<file path="config.mk">
export PLATFORM = sky130hd
export DESIGN_NAME = simt_mask_stack
export DESIGN_NICKNAME = d
export VERILOG_FILES = /design/src/rtl/smk_pkg.sv /design/src/rtl/smk_cmd_guard.sv /design/src/rtl/smk_save_stack.sv /design/src/rtl/smk_lane_update.sv /design/src/rtl/smk_idle_detect.sv /design/src/rtl/simt_mask_stack.sv
export SDC_FILE = /design/constraint.sdc
export NUM_CORES = 1
export LEC_CHECK = 0
export ABC_CLOCK_PERIOD_IN_PS = 5600
export BUFFER_PORTS_ARGS = -buffer_cell sky130_fd_sc_hd__buf_2
export CAP_MARGIN = 20
export CORE_ASPECT_RATIO = 1.5
export CORE_UTILIZATION = 35
export DETAILED_ROUTE_END_ITERATION = 10
export PLACE_DENSITY = 0.51
export SETUP_SLACK_MARGIN = 0.02
export SLEW_MARGIN = 20
export SYNTH_ARGS = -nofsm -noshare
export SYNTH_HDL_FRONTEND = slang
export SYNTH_SLANG_ARGS = --single-unit
</file>
<file path="constraint.sdc">
create_clock -name clk -period 5.6 [get_ports clk]
set_input_delay 0 -clock clk [delete_from_list [all_inputs] [get_ports clk]]
set_output_delay 0 -clock clk [all_outputs]
set_load 0.01 [all_outputs]
</file>
<file path="src/rtl/smk_pkg.sv">
// Shared command encoding for the divergence mask stack.
// Assumes a two-bit command field driven by the control sequencer.
package smk_pkg;

    typedef enum logic [1:0] {
        SMK_HOLD = 2'b00,
        SMK_PUSH = 2'b01,
        SMK_FLIP = 2'b10,
        SMK_POP  = 2'b11
    } smk_cmd_e;

endpackage

</file>
<file path="src/rtl/smk_cmd_guard.sv">
// Command guard: qualifies the incoming command against stack occupancy.
// Assumes exactly one command per cycle; illegal commands become no-ops
// and raise a fault strobe instead.
module smk_cmd_guard
    import smk_pkg::*;
(
    input  logic [1:0] cmd_i,
    input  logic       empty_i,
    input  logic       full_i,
    output logic       push_o,
    output logic       flip_o,
    output logic       pop_o,
    output logic       fault_o
);

    smk_cmd_e op;

    // Split the command into qualified strobes and a misuse strobe.
    always_comb begin
        op      = smk_cmd_e'(cmd_i);
        push_o  = 1'b0;
        flip_o  = 1'b0;
        pop_o   = 1'b0;
        fault_o = 1'b0;
        case (op)
            SMK_PUSH: begin
                push_o  = !full_i;
                fault_o = full_i;
            end
            SMK_FLIP: begin
                flip_o  = !empty_i;
                fault_o = empty_i;
            end
            SMK_POP: begin
                pop_o   = !empty_i;
                fault_o = empty_i;
            end
            default: ;
        endcase
    end

endmodule

</file>
<file path="src/rtl/smk_save_stack.sv">
// Save stack: holds the masks captured on region entry.
// Assumes push and pop are never asserted together and are already
// qualified against full and empty. top_o reads all ones when empty.
module smk_save_stack #(
    parameter int LANES = 32,
    parameter int DEPTH = 8
) (
    input  logic             clk,
    input  logic             rst_n,
    input  logic             push_i,
    input  logic             pop_i,
    input  logic [LANES-1:0] wdata_i,
    output logic [LANES-1:0] top_o,
    output logic             empty_o,
    output logic             full_o
);

    localparam int PW = $clog2(DEPTH + 1);

    logic [PW-1:0]    sp_q;
    logic [LANES-1:0] slot_q [DEPTH];

    // Entry count register: one up on push, one down on pop.
    always_ff @(posedge clk) begin
        if (!rst_n) begin
            sp_q <= '0;
        end else if (push_i) begin
            sp_q <= sp_q + PW'(1);
        end else if (pop_i) begin
            sp_q <= sp_q - PW'(1);
        end
    end

    genvar g;
    generate
        for (g = 0; g < DEPTH; g++) begin : g_slot
            // Capture the outgoing mask into the slot at the current count.
            always_ff @(posedge clk) begin
                if (!rst_n) begin
                    slot_q[g] <= '1;
                end else if (push_i && (sp_q == PW'(g))) begin
                    slot_q[g] <= wdata_i;
                end
            end
        end
    endgenerate

    // Select the most recent entry for restore and arm switching.
    always_comb begin
        top_o = '1;
        for (int i = 0; i < DEPTH; i++) begin
            if (sp_q == PW'(i + 1)) begin
                top_o = slot_q[i];
            end
        end
    end

    // Occupancy flags for the guard.
    always_comb begin
        empty_o = (sp_q == '0);
        full_o  = (sp_q == PW'(DEPTH));
    end

endmodule

</file>
<file path="src/rtl/smk_lane_update.sv">
// Lane update: per-lane next-mask selection from the qualified strobes.
// Assumes at most one strobe is high in a cycle.
module smk_lane_update #(
    parameter int LANES = 32
) (
    input  logic             push_i,
    input  logic             flip_i,
    input  logic             pop_i,
    input  logic [LANES-1:0] cur_i,
    input  logic [LANES-1:0] pred_i,
    input  logic [LANES-1:0] top_i,
    output logic [LANES-1:0] next_o
);

    genvar l;
    generate
        for (l = 0; l < LANES; l++) begin : g_lane
            // Choose this lane's enable for the next cycle.
            always_comb begin
                if (push_i) begin
                    next_o[l] = cur_i[l] & pred_i[l];
                end else if (flip_i) begin
                    next_o[l] = ~cur_i[l] & top_i[l];
                end else if (pop_i) begin
                    next_o[l] = top_i[l];
                end else begin
                    next_o[l] = cur_i[l];
                end
            end
        end
    endgenerate

endmodule

</file>
<file path="src/rtl/smk_idle_detect.sv">
// Idle detect: flags a mask with no lane enabled, through a two-level
// grouped OR so the depth stays flat for wide lane groups.
// Assumes GROUP >= 1; a short last group is padded with zeros.
module smk_idle_detect #(
    parameter int LANES = 32,
    parameter int GROUP = 8
) (
    input  logic [LANES-1:0] mask_i,
    output logic             none_o
);

    localparam int NG  = (LANES + GROUP - 1) / GROUP;
    localparam int PAD = NG * GROUP;

    logic [PAD-1:0] padded;
    logic [NG-1:0]  any_g;

    // Widen the mask to a whole number of groups.
    always_comb begin
        padded = '0;
        padded[LANES-1:0] = mask_i;
    end

    genvar k;
    generate
        for (k = 0; k < NG; k++) begin : g_grp
            // First level: any lane enabled within this group.
            always_comb begin
                any_g[k] = |padded[k*GROUP +: GROUP];
            end
        end
    endgenerate

    // Second level: no group has an enabled lane.
    always_comb begin
        none_o = ~|any_g;
    end

endmodule

</file>
<file path="src/rtl/simt_mask_stack.sv">
// Divergence mask stack top: holds the active-lane mask for a lane group
// and a stack of masks saved on region entry. One command per cycle;
// results appear after the next rising edge. Misuse sets a sticky flag.
module simt_mask_stack #(
    parameter int LANES = 32,
    parameter int DEPTH = 8
) (
    input  logic             clk,
    input  logic             rst_n,
    input  logic [1:0]       cmd,
    input  logic [LANES-1:0] pred,
    output logic [LANES-1:0] active_mask,
    output logic             none_active,
    output logic             err_flag
);

    logic             do_push;
    logic             do_flip;
    logic             do_pop;
    logic             misuse;
    logic             stk_empty;
    logic             stk_full;
    logic [LANES-1:0] stk_top;
    logic [LANES-1:0] mask_d;
    logic [LANES-1:0] mask_q;
    logic             err_q;

    smk_cmd_guard u_guard (
        .cmd_i   (cmd),
        .empty_i (stk_empty),
        .full_i  (stk_full),
        .push_o  (do_push),
        .flip_o  (do_flip),
        .pop_o   (do_pop),
        .fault_o (misuse)
    );

    smk_save_stack #(
        .LANES (LANES),
        .DEPTH (DEPTH)
    ) u_stack (
        .clk     (clk),
        .rst_n   (rst_n),
        .push_i  (do_push),
        .pop_i   (do_pop),
        .wdata_i (mask_q),
        .top_o   (stk_top),
        .empty_o (stk_empty),
        .full_o  (stk_full)
    );

    smk_lane_update #(
        .LANES (LANES)
    ) u_lanes (
        .push_i (do_push),
        .flip_i (do_flip),
        .pop_i  (do_pop),
        .cur_i  (mask_q),
        .pred_i (pred),
        .top_i  (stk_top),
        .next_o (mask_d)
    );

    smk_idle_detect #(
        .LANES (LANES),
        .GROUP (8)
    ) u_idle (
        .mask_i (mask_q),
        .none_o (none_active)
    );

    // Active mask register, all lanes enabled out of reset.
    always_ff @(posedge clk) begin
        if (!rst_n) begin
            mask_q <= '1;
        end else begin
            mask_q <= mask_d;
        end
    end

    // Sticky misuse flag, cleared only by reset.
    always_ff @(posedge clk) begin
        if (!rst_n) begin
            err_q <= 1'b0;
        end else if (misuse) begin
            err_q <= 1'b1;
        end
    end

    assign active_mask = mask_q;
    assign err_flag    = err_q;

endmodule

</file>
==> implementation parameters, run 1 <==
Parameter                              Value

Routing
  1st-iter DRT viols ... roughly 1,000
  Detailed-router iteration count before antenna repair ... 7
  Per-cell routed wire length ... approximately 27 um
  Vias per cell ... 6.067
  Total wire length after detailed routing ... about 50,000 um
  Antenna violation net count after detailed routing ... 0
  Routed via count ... between 10,000 and 15,000
  Count of unresolved DRC violations after routing ... 0

Finish
  # nets final ... between 1,000 and 1,500
  Inserted Diodes ... 0
  Share of layout cells above drive strength 1 ... between 20 and 25%
  Number of non-filler instances in the completed layout ... around 1,800
  Share of the core filled with cells ... about two fifths
  Final non-filler cell area ... around 0.016 mm^2
  Layout-stage area growth over the synthesis result ... 13.55%

Logic synthesis
  Portion of the post-synthesis area used by sequential elements ... approximately three fifths
  Fraction of registers with async set or reset after synthesis ... 0%
  Avg Inst Size Synth ... ~11 um^2
  Number of synthesized flops with an enable pin ... ~260
  Post-Synthesis Cell Area ... 0.01432 mm^2
  Number of different library cells in the post-synthesis netlist ... 47
  Synth top area share ... a little over half
  Main area contributors after synthesis ... sky130_fd_sc_hd__edfxtp_1 (54%), sky130_fd_sc_hd__dfxtp_1 (5.2%), sky130_fd_sc_hd__or2_2 (4.9%), sky130_fd_sc_hd__o221ai_1 (4.7%), sky130_fd_sc_hd__nand3_1 (4.1%)
  Most common cell in the netlist ... sky130_fd_sc_hd__edfxtp_1
  Post-synthesis register bit count ... approximately 300
  Syn Inst Count ... about 1,300
  Leading register cell type out of synthesis ... sky130_fd_sc_hd__edfxtp_1
  Cell type with the highest aggregate area in the netlist ... sky130_fd_sc_hd__edfxtp_1
  Number of nets produced by synthesis ... 1,298
  Most instantiated cells after synthesis ... sky130_fd_sc_hd__edfxtp_1 (256), sky130_fd_sc_hd__nand3_1 (116), sky130_fd_sc_hd__clkbuf_1 (113)
  Number of warnings reported in the yosys synthesis log ... 0

Floorplanning
  Area of the die ... approximately 0.042 mm^2
  Starting density of the core ... 35.53%
  Vert. Die Dim ... ~250 um
  Core area ... 0.04031 mm^2
  DIE WIDTH ... 167.2 um
  Num rows ... 90
  Ports placed on the boundary ... 70

Setup path
  Crit path max-delay cell type ... sky130_fd_sc_hd__buf_4
  Cell breakdown of the critical path ... inv_1 -> ha_1 -> buf_4 -> nor2b_2 -> buf_4 -> a21oi_4 -> buf_4 -> nand3_1 -> or2_2
  Kind of capture point of the worst setup path ... flop
  Most frequent CP cell ... sky130_fd_sc_hd__buf_4
  Largest stage delay on the critical path ... ~550 ps
  Sum of buffers and inverters on the critical path ... 4
  Required time at the worst-slack endpoint ... around 6000 ps
  Crit path launch type ... flop
  Highest fanout seen on the critical path ... 41
  CP Data Arrival Time ... roughly 4000 ps
  Critical setup path kind ... reg2reg
  Gate family responsible for the most delay along the worst path ... buffers and inverters

STA
  RSZ-0062 raised after global routing ... false
  Min Tclk post-route ... between 3000 and 4000 ps
  Number of pins with negative max-slew slack in the final report ... 0
  Final worst path period share ... roughly 66%
  Clock skew ... about 26 ps
  Final Setup Violations ... 0
  Number of failing hold endpoints at the final stage ... 0
  Maximum frequency from static timing analysis ... between 200 and 300 MHz
  Measured slew at the worst slew-check pin ... ~1100 ps
  Total Neg Setup Slack ... 0 ps
  Worst slew margin ... between 20 and 30%

Global route
  GRT Resource Usage Total ... a little under a quarter
  Pin count of the biggest net entering global routing ... between 50 and 60
  Overflow after GRT ... 0
  Initial antenna violation count ... 0
  Number of global-route vias before repair ... between 10,000 and 15,000
  Wire length of the first global-routing pass ... between 70,000 and 80,000 um

Placement
  Final weighted congestion in routability-driven placement ... 0.8560
  Cell Count Post-Placement ... 1,714
  Cell area after placement ... between 0.01 and 0.015 mm^2
  HPWL after DPL ... approximately 31,000 um
  Number of buffers added on ports ... 69

Pwr
  Clock Power Share ... 34.9%
  Leak pwr ... 4.380 nW
  Combinational fraction of design power ... 17.4%
  Worst vdd ir ... 0.2210 mV
  Power spent charging and discharging nets ... between 1.5 and 2 mW
  Internal power ... approximately 3.8 mW
  Power per unit of standard cell area ... 338.5 mW/mm^2
  Sequential share of power ... approximately 48%
  Post-route total power ... 5.505 mW
  Switching Share ... a little under a third

Clock network
  Clock tree from TritonCTS ... yes
  Max Buffers Root-to-Sink ... 3
  Resized cells post-CTS ... 0
  Clock latency on the worst-skew pair ... approximately 590 ps
  H-tree level count ... 1
  Clock-pin transition on the worst setup and hold timing paths ... roughly 60 ps
  Clock buffer count from CTS ... 30
  Clk Tree Root Cell ... sky130_fd_sc_hd__clkbuf_16
  Clock net sink count ... 293

Run
  Maxcap violations ... 0

Worst hold path
  Hold WC Path Type ... in2reg

Run status
  Run status ... complete, no violations
## routing by layer
| layer | routed length [um] | vias up | GRT usage [%] |
|---|---|---|---|
| li1 | - | 5005 | - |
| met1 | 18610 | 5448 | 27.23 |
| met2 | 24840 | 411 | 40.68 |
| met3 | 2341 | 81 | 2.109 |
| met4 | 2969 | 0 | 13.79 |
| met5 | 0 | - | 0 |
## logic make-up (layout without fill, tap and decap cells)
kind of cell	after synthesis	after routing	share of synthesized area, %
and+or+nand+nor	408	408	15.70
AOI/OAI and AO/OA	377	377	19.99
DFF	293	293	58.84
buffers and inverters	172	212	4.848
adders and majority gates	4	4	0.3494
muxes	3	3	0.2097
xor gates and xnor gates	1	1	0.06116
## power groups by stage
stage	Clock, mW	Sequential (mW)	Combinational, mW
final	1.92	2.63	0.956
after global routing	2.01	2.64	1.03
after CTS	1.95	2.63	0.964
after floorplan	0	2.56	0.610
after detailed placement	0	2.67	0.941
after global placement	0	2.67	0.932
## path summary, 6_finish.rpt
kind / to / slack [ps] / cells past startpoint / start
worst max-delay path: u_stack.slot_q[1][126] / 1910 / 9 / u_stack.sp_q[0]
worst min-delay path: active_mask[31] / 250 / 4 / cmd[1]
worst max register to register: u_stack.slot_q[1][126] / 1910 / 9 / u_stack.sp_q[0]
worst min register to register: err_flag / 500 / 2 / err_flag
## final cells by class
type	instances	area, um^2
Clock buffer	45	847.1
Fill cell	3870	24050
Timing Repair Buffer	131	898.4
Sequential cell	293	8429
Multi-Input combinational cell	793	5283
Clock inverter	10	76.32
Tap cell	506	633.1
Inverter	26	97.59
## flip-flops by register name, summed over array words and instances, names as in the netlist
register	cells
err_flag	1
u_stack.sp_q	4
active_mask	32
u_stack.slot_q	256
## tightest hold or removal path, delay by kind of cell
kind	cells	cell delay [ps]
compound gates	3	400
buf+inv	1	350
## metrics by stage
step           worst slack, ps  hold slack (ps)
2_1_floorplan             1611            227.1
3_3_place_gp              2010            336.5
3_5_place_dp              1946            348.0
4_1_cts                   1937            210.2
5_1_grt                   1691            291.5
6_report                  1915            249.2
## cells in the final DEF, fill, tap and decap left out, drive strengths merged, types with 2 or more instances in the layout
cell type | synthesis | final
clkbuf | 113 | 45
nand2b | 38 | 38
a31oi | 62 | 62
o21ai | 6 | 6
edfxtp | 256 | 256
o221ai | 77 | 77
dlygate4sd3 | 0 | 35
mux2i | 3 | 3
nand2 | 70 | 70
and3 | 4 | 4
nor3b | 3 | 3
nor4 | 8 | 8
nor3 | 2 | 2
nand3 | 116 | 116
a22oi | 31 | 31
o31ai | 30 | 30
dfxtp | 37 | 37
clkinv | 21 | 30
or3 | 16 | 16
or2 | 112 | 112
ha | 4 | 4
a211o | 33 | 33
or3b | 3 | 3
buf | 33 | 96
a32oi | 31 | 31
nor2b | 5 | 5
a21oi | 39 | 39
nand4 | 20 | 20
nor2 | 8 | 8
inv | 5 | 6
o22ai | 33 | 33
a32o | 31 | 31
## repair_timing
| action | CTS | global route |
|---|---|---|
| endpoints found under the setup margin | 0 | 0 |
| setup buffers | 0 | 0 |
| hold buffers | 35 | 0 |
| hold endpoints to repair | 44 | 0 |
Power figures use the tool's default switching activity.
==> run 2, diff against run 1 <==
Settings changed: ABC_CLOCK_PERIOD_IN_PS 5600 to 3600.
Clock period 5.6 ns to 3.6 ns, I/O delays scaled along.
==> run 2 against run 1 <==
Critical path depth decreased by 1. Count of clock-buffer cells in the layout shrank 4. Largest power group unchanged. Worst setup slack lost 910 ps. Sequential power rose by 54%.
==> implementation parameters, run 2 (synthesis gave the netlist of run 1 again) <==
Parameter                              Value

Finish
  Inserted Diodes ... 0 (unchanged)
  Number of fill cells ... 3,894 (+0.62%)
  Number of non-filler instances in the completed layout ... 1,832 (+1.6%)
  Most common library cell in the layout ignoring fill and taps ... sky130_fd_sc_hd__edfxtp_1
  Share of layout cells above drive strength 1 ... 22.93% (+1.4 points)
  Layout-stage area growth over the synthesis result ... 15.37%
  Flip-flop count of the largest register after layout ... 256 (unchanged)
  Reg area ... 0.008429 mm^2 (unchanged)
  Final non-filler cell area ... 0.01652 mm^2 (+1.6%)
  Share of the core filled with cells ... 40.99% (+0.65 points)
  Reg with most FFs ... u_stack.slot_q
  # nets final ... 1,344 (+2.2%)
  Area of combinational cells with multiple inputs ... 0.005280 mm^2 (about the same)
  Commonest non-fill, non-tap cells in the layout ... sky130_fd_sc_hd__edfxtp_1 (256), sky130_fd_sc_hd__nand3_1 (116), sky130_fd_sc_hd__or2_2 (112)

Clock network
  Clock-pin transition on the worst setup and hold timing paths ... 60 ps (about the same)
  Clock net sink count ... 293 (unchanged)
  Clock buffer count from CTS ... 30 (unchanged)
  Clock tree from TritonCTS ... yes
  Clock latency on the worst-skew pair ... 580 ps (about the same)
  Clk Tree Root Cell ... sky130_fd_sc_hd__clkbuf_16
  Max Buffers Root-to-Sink ... 3 (unchanged)
  Setup Fix Bufs, Post-CTS ... 0 (unchanged)
  H-tree level count ... 1 (unchanged)

STA
  Clock skew ... 12.78 ps (-13.40 ps)
  Fin worst setup slack ... 1003 ps (-912.1 ps)
  Total Neg Setup Slack ... 0 ps (unchanged)
  Hold slack ... 110.5 ps (-138.7 ps)
  Final Setup Violations ... 0 (unchanged)
  Maximum frequency from static timing analysis ... 385.0 MHz (+42%)
  Number of pins with negative max-slew slack in the final report ... 0 (unchanged)
  Worst slew margin ... 40.83% (+13 points)
  Final worst path period share ... 72.15% (+6.3 points)
  Number of failing hold endpoints at the final stage ... 0 (unchanged)
  RSZ-0062 raised after global routing ... false
  Min Tclk post-route ... 2597 ps (-1088 ps)
  Measured slew at the worst slew-check pin ... 887.6 ps (-190.7 ps)

Setup path
  Required time at the worst-slack endpoint ... 4050 ps (-1870 ps)
  Crit path max-delay cell type ... sky130_fd_sc_hd__nor3b_4
  Kind of capture point of the worst setup path ... flop
  Highest fanout seen on the critical path ... 29 (-29%)
  Most frequent CP cell ... sky130_fd_sc_hd__buf_4
  CP Data Arrival Time ... 3050 ps (-960 ps)
  Sum of buffers and inverters on the critical path ... 3 (-1)
  Gate family responsible for the most delay along the worst path ... simple AND/OR/NAND/NOR gates
  Crit path launch type ... flop
  Critical setup path kind ... reg2reg
  Cell breakdown of the critical path ... inv_1 -> ha_1 -> buf_4 -> or3b_1 -> buf_4 -> nor3b_4 -> a211o_1 -> a32oi_1
  Largest stage delay on the critical path ... 690 ps (+140 ps)

Floorplanning
  Area of the die ... 0.04175 mm^2 (unchanged)
  Vert. Die Dim ... 249.8 um (unchanged)
  Core area ... 0.04031 mm^2 (unchanged)
  Starting density of the core ... 35.53% (unchanged)
  Ports placed on the boundary ... 70 (unchanged)
  Num rows ... 90 (unchanged)
  DIE WIDTH ... 167.2 um (unchanged)

Routing
  Routed via count ... 11,290 (+3.2%)
  1st-iter DRT viols ... 894 (-13%)
  Per-cell routed wire length ... 26.53 um (-1.8%)
  Detailed-router iteration count before antenna repair ... 6 (-1)
  Total wire length after detailed routing ... 48,600 um (-0.31%)
  Vias per cell ... 6.163 (+1.6%)
  Count of unresolved DRC violations after routing ... 0 (unchanged)
  Antenna violation net count after detailed routing ... 0 (unchanged)

Placement
  Cell area after placement ... 0.01529 mm^2 (+2.0%)
  Final weighted congestion in routability-driven placement ... 0.8037 (-6.1%)
  Cell Count Post-Placement ... 1,744 (+1.8%)
  HPWL after DPL ... 30,580 um (-1.3%)
  Number of buffers added on ports ... 69 (unchanged)
  Worst-case setup slack after placement ... 980.5 ps (-965.5 ps)

Pwr
  Clock Power Share ... 34.7% (-0.2 points)
  Combinational fraction of design power ... 18.0% (+0.6 points)
  Post-route total power ... 8.532 mW (+55%)
  Power per unit of standard cell area ... 516.3 mW/mm^2 (+53%)
  Leak pwr ... 4.538 nW (+3.6%)
  Sequential share of power ... 47.3% (-0.4 points)
  Worst vdd ir ... 0.4158 mV (+88%)
  Internal power ... 5.919 mW (+57%)
  Switching Share ... 30.63% (-0.87 points)
  Power spent charging and discharging nets ... 2.613 mW (+51%)

Global route
  Wire length of the first global-routing pass ... 71,840 um (about the same)
  Number of global-route vias before repair ... 11,040 (+2.7%)
  Pin count of the biggest net entering global routing ... 47 (-16%)
  Overflow after GRT ... 0 (unchanged)
  GRT Resource Usage Total ... 22.97% (-0.12 points)
  Initial antenna violation count ... 0 (unchanged)

Run
  Maxcap violations ... 0 (unchanged)

Worst hold path
  Hold WC Path Type ... in2reg

Run status
  Run status ... complete, no violations
==> run 2: cell types whose count changed in the layout (fill, tap and decap cells not counted), moves of 4 or more <==
cell,change
sky130_fd_sc_hd__buf_4,+24
sky130_fd_sc_hd__buf_12,+6
sky130_fd_sc_hd__clkbuf_8,-4
sky130_fd_sc_hd__clkinv_1,+4
==> run 2: final cells by class <==
| class | instances | share of cell area (%) |
|---|---|---|
| Clock buffer | 41 | 4.922 |
| Clock inverter | 13 | 0.4997 |
| Inverter | 26 | 0.5906 |
| Multi-Input combinational cell | 793 | 31.95 |
| Sequential cell | 293 | 51.01 |
| Tap cell | 506 | 3.831 |
| Timing Repair Buffer | 160 | 7.193 |
==> run 2: power by group through the flow <==
stage	Combinational [mW]	Clock [mW]	Sequential [mW]
2_1_floorplan	0.948	0	3.99
3_3_place_gp	1.49	0	4.10
3_5_place_dp	1.50	0	4.11
4_1_cts	1.53	3.00	4.04
5_1_grt	1.64	3.10	4.06
6_report	1.54	2.96	4.04
==> run 2: layer usage <==
metal,up-vias,track usage [%],share of wire [%]
met2,395,42.07,52
met4,0,8.362,3.1
met5,-,0,0
met3,76,2.236,4.7
met1,5758,27.73,40
li1,5061,-,-
==> run 2: worst register-to-register path, cell delays in order, from the launching register on <==
cell                      delay (ps)
sky130_fd_sc_hd__dfxtp_1         440
sky130_fd_sc_hd__inv_1           100
sky130_fd_sc_hd__ha_1            220
sky130_fd_sc_hd__buf_4           250
sky130_fd_sc_hd__or3b_1          210
sky130_fd_sc_hd__buf_4           260
sky130_fd_sc_hd__nor3b_4         690
sky130_fd_sc_hd__a211o_1         250
sky130_fd_sc_hd__a32oi_1          60
==> run 2: worst paths after layout <==
| kind | start | endpoint | slack (ps) | cells after the start |
|---|---|---|---|---|
| hold reg to reg | err_flag | err_flag | 470 | 2 |
| setup reg to reg | u_stack.sp_q[0] | active_mask[2] | 1000 | 8 |
| setup / recovery | u_stack.sp_q[0] | active_mask[2] | 1000 | 8 |
| hold / removal | cmd[1] | u_stack.sp_q[2] | 110 | 4 |
==> run 2: timing repair <==
| action | CTS | global route |
|---|---|---|
| hold buffers | 34 | 0 |
| hold endpoints to repair | 35 | 0 |
| resized for setup | 0 | 0 |
==> run 3, diff against run 2 <==
Settings changed: ABC_AREA set to 1, ABC_CLOCK_PERIOD_IN_PS 3600 to 2100, PLACE_DENSITY 0.51 to 0.53.
Clock period 3.6 ns to 2.1 ns, I/O delays scaled along.
==> run 3 against run 2 <==
Combinational power increased by 49%. Count of clock-buffer cells in the layout shrank 9. Die area rose by 0.52%. Largest power group unchanged. Power grew 68%. Non-clock buffer count increased by 34. Routed wire length decreased by 16%. Largest cell class unchanged. Clock skew down 3.1 ps.
==> implementation parameters, run 3 <==
Parameter                              Value

STA
  Min Tclk post-route ... between 2000 and 2500 ps
  Final Setup Violations ... 0 (unchanged)
  Total Neg Setup Slack ... 0 ps (unchanged)
  Measured slew at the worst slew-check pin ... 418.0 ps (-469.6 ps)
  Worst slew margin ... 72.09% (+31 points)
  Final worst path period share ... a little over nine tenths
  Number of failing hold endpoints at the final stage ... 0 (unchanged)
  Number of pins with negative max-slew slack in the final report ... 0 (unchanged)
  Clock skew ... 9.650 ps (-3.133 ps)
  Maximum frequency from static timing analysis ... between 400 and 500 MHz
  Hold slack ... 274.1 ps (+163.6 ps)
  Fin worst setup slack ... 53.57 ps (-949.0 ps)
  RSZ-0062 raised after global routing ... true

Routing
  Vias per cell ... 4.901 (-20%)
  Antenna violation net count after detailed routing ... 0 (unchanged)
  Routed via count ... 11,500 (+1.9%)
  Detailed-router iteration count before antenna repair ... 5 (-1)
  Per-cell routed wire length ... 17.45 um (-34%)
  Count of unresolved DRC violations after routing ... 0 (unchanged)
  1st-iter DRT viols ... 787 (-12%)
  Total wire length after detailed routing ... 40,960 um (-16%)

Logic synthesis
  Syn Inst Count ... 1,708 (+36%)
  Number of synthesized flops with an enable pin ... 256 (unchanged)
  Most instantiated cells after synthesis ... sky130_fd_sc_hd__nand2_1 (710), sky130_fd_sc_hd__edfxtp_1 (256), sky130_fd_sc_hd__nor2_1 (194)
  Portion of the post-synthesis area used by sequential elements ... 58.53% (-0.31 points)
  Avg Inst Size Synth ... 8.430 um^2 (-26%)
  Cell type with the highest aggregate area in the netlist ... sky130_fd_sc_hd__edfxtp_1
  Most common cell in the netlist ... sky130_fd_sc_hd__nand2_1
  Leading register cell type out of synthesis ... sky130_fd_sc_hd__edfxtp_1
  Post-synthesis register bit count ... 293 (unchanged)
  Synth top area share ... 53.39% (-0.28 points)
  Main area contributors after synthesis ... sky130_fd_sc_hd__edfxtp_1 (53%), sky130_fd_sc_hd__nand2_1 (19%), sky130_fd_sc_hd__dfxtp_1 (5.1%), sky130_fd_sc_hd__nor2_1 (5.1%), sky130_fd_sc_hd__nand3_1 (3.6%)
  Number of different library cells in the post-synthesis netlist ... 30 (-36%)
  Post-Synthesis Cell Area ... 0.01440 mm^2 (+0.52%)
  Fraction of registers with async set or reset after synthesis ... 0% (unchanged)
  Number of nets produced by synthesis ... 1,748 (+35%)
  Number of warnings reported in the yosys synthesis log ... 0 (unchanged)

Finish
  Layout-stage area growth over the synthesis result ... 21.99%
  Share of the core filled with cells ... 43.45% (+2.5 points)
  # nets final ... 1,858 (+38%)
  Final non-filler cell area ... 0.01757 mm^2 (+6.3%)
  Most common library cell in the layout ignoring fill and taps ... sky130_fd_sc_hd__nand2_1
  Reg with most FFs ... u_stack.slot_q
  Flip-flop count of the largest register after layout ... 256 (unchanged)
  Number of non-filler instances in the completed layout ... 2,347 (+28%)
  Inserted Diodes ... 0 (unchanged)
  Commonest non-fill, non-tap cells in the layout ... sky130_fd_sc_hd__nand2_1 (710), sky130_fd_sc_hd__edfxtp_1 (256), sky130_fd_sc_hd__nor2_1 (193)
  Number of fill cells ... 3,894 (unchanged)
  Share of layout cells above drive strength 1 ... 13.58% (-9.3 points)

Setup path
  Crit path launch type ... flop
  Critical setup path kind ... reg2out
  Required time at the worst-slack endpoint ... 2100 ps (-1950 ps)
  Highest fanout seen on the critical path ... 4 (-86%)
  CP Data Arrival Time ... 2050 ps (-1000 ps)
  Kind of capture point of the worst setup path ... output port

Clock network
  Clock net sink count ... 293 (unchanged)
  Clk Tree Root Cell ... sky130_fd_sc_hd__clkbuf_16
  Clock latency on the worst-skew pair ... 570 ps (about the same)
  H-tree level count ... 1 (unchanged)
  Clock-pin transition on the worst setup and hold timing paths ... 70 ps (about the same)
  Clock tree from TritonCTS ... yes
  Max Buffers Root-to-Sink ... 3 (unchanged)
  Clock buffer count from CTS ... 29 (-3.3%)

Global route
  Initial antenna violation count ... 0 (unchanged)
  GRT Resource Usage Total ... 19.73% (-3.2 points)
  Number of global-route vias before repair ... 11,130 (+0.87%)
  Pin count of the biggest net entering global routing ... 66 (+40%)
  Overflow after GRT ... 0 (unchanged)
  Wire length of the first global-routing pass ... 63,250 um (-12%)

Placement
  Final weighted congestion in routability-driven placement ... 0.7921 (-1.4%)
  Cell area after placement ... 0.01611 mm^2 (+5.4%)
  Worst-case setup slack after placement ... 86.09 ps (-894.4 ps)
  Cell Count Post-Placement ... 2,255 (+29%)
  Number of buffers added on ports ... 69 (unchanged)
  HPWL after DPL ... 25,650 um (-16%)

Floorplanning
  Vert. Die Dim ... 250.4 um (+0.26%)
  Starting density of the core ... 35.62% (+0.087 points)
  Core area ... 0.04043 mm^2 (+0.28%)
  Num rows ... 90 (unchanged)
  Area of the die ... 0.04197 mm^2 (+0.52%)
  Ports placed on the boundary ... 70 (unchanged)
  DIE WIDTH ... 167.6 um (+0.26%)

Run
  Maxcap violations ... 0 (unchanged)

Pwr
  Power per unit of standard cell area ... 815.6 mW/mm^2 (+58%)
  Post-route total power ... 14.33 mW (+68%)
  Leak pwr ... 6.299 nW (+39%)
  Worst vdd ir ... 0.6294 mV (+51%)

Run status
  Run status ... complete, no violations

Worst hold path
  Hold WC Path Type ... in2reg
## run 3: cell types whose count changed after synthesis, moves of 76 or more
| cell | previous run | this run |
|---|---|---|
| sky130_fd_sc_hd__nand2_1 | 70 | 710 |
| sky130_fd_sc_hd__nor2_1 | 6 | 194 |
| sky130_fd_sc_hd__inv_1 | 5 | 122 |
| sky130_fd_sc_hd__or2_2 | 112 | 0 |
| sky130_fd_sc_hd__clkbuf_1 | 113 | 36 |
| sky130_fd_sc_hd__o221ai_1 | 77 | 1 |
## run 3: final timing paths
path	slack [ps]	start	cells past startpoint	end
hold / removal	270	pred[4]	6	active_mask[4]
hold reg to reg	490	err_flag	2	err_flag
setup / recovery	50	active_mask[29]	5	none_active
setup reg to reg	100	u_stack.sp_q[1]	10	u_stack.slot_q[1][21]
## run 3: metal layers
layer | wire length [um] | up-vias | GRT usage (%)
met2 | 21900 | 228 | 37.56
li1 | - | 5682 | -
met3 | 1428 | 53 | 1.801
met1 | 16670 | 5540 | 23.19
met4 | 952 | 0 | 5.819
met5 | 0 | - | 0
## run 3: cells by family (layout without fill, tap and decap cells)
group                      after synthesis  count (layout)  synth area share (%)
AOI/OAI and AO/OA                       84              84                 3.259
adders and majority gates                4               4                0.3476
buffers and inverters                  263             396                 7.673
and+or+nand+nor                       1064            1064                 30.19
DFF                                    293             293                 58.53
## run 3: timing repair
action,4_1_cts,5_1_grt
setup endpoints to repair,1,35
hold buffers,35,0
hold endpoints to repair,37,0
cloned,0,1
pin swaps,1,2
setup buffers,0,2
resized for setup,11,6
## run 3: power breakdown
group	internal, mW	switching [mW]	leakage (nW)
Clock	3.14	2.30	0.471
Sequential	6.45	0.133	2.06
Combinational	0.748	1.55	3.77
## run 3: cell type report
cell class,instances,area [um^2],share of cell area (%)
clock buffers,32,737.0,4.195
flip-flops and latches,293,8436,48.02
inverters,148,558.0,3.177
multi-input cells,1152,5084,28.94
clock inverters,22,241.5,1.375
repair buffers,194,1877,10.68
well taps,506,633.1,3.604
## run 3: critical path, cell delays in order, from the launching register on
cell                      delay, ps
sky130_fd_sc_hd__dfxtp_2        350
sky130_fd_sc_hd__nor4_4         300
sky130_fd_sc_hd__buf_4          170
sky130_fd_sc_hd__nand4_1        250
sky130_fd_sc_hd__nor4_2         240
sky130_fd_sc_hd__buf_2          170
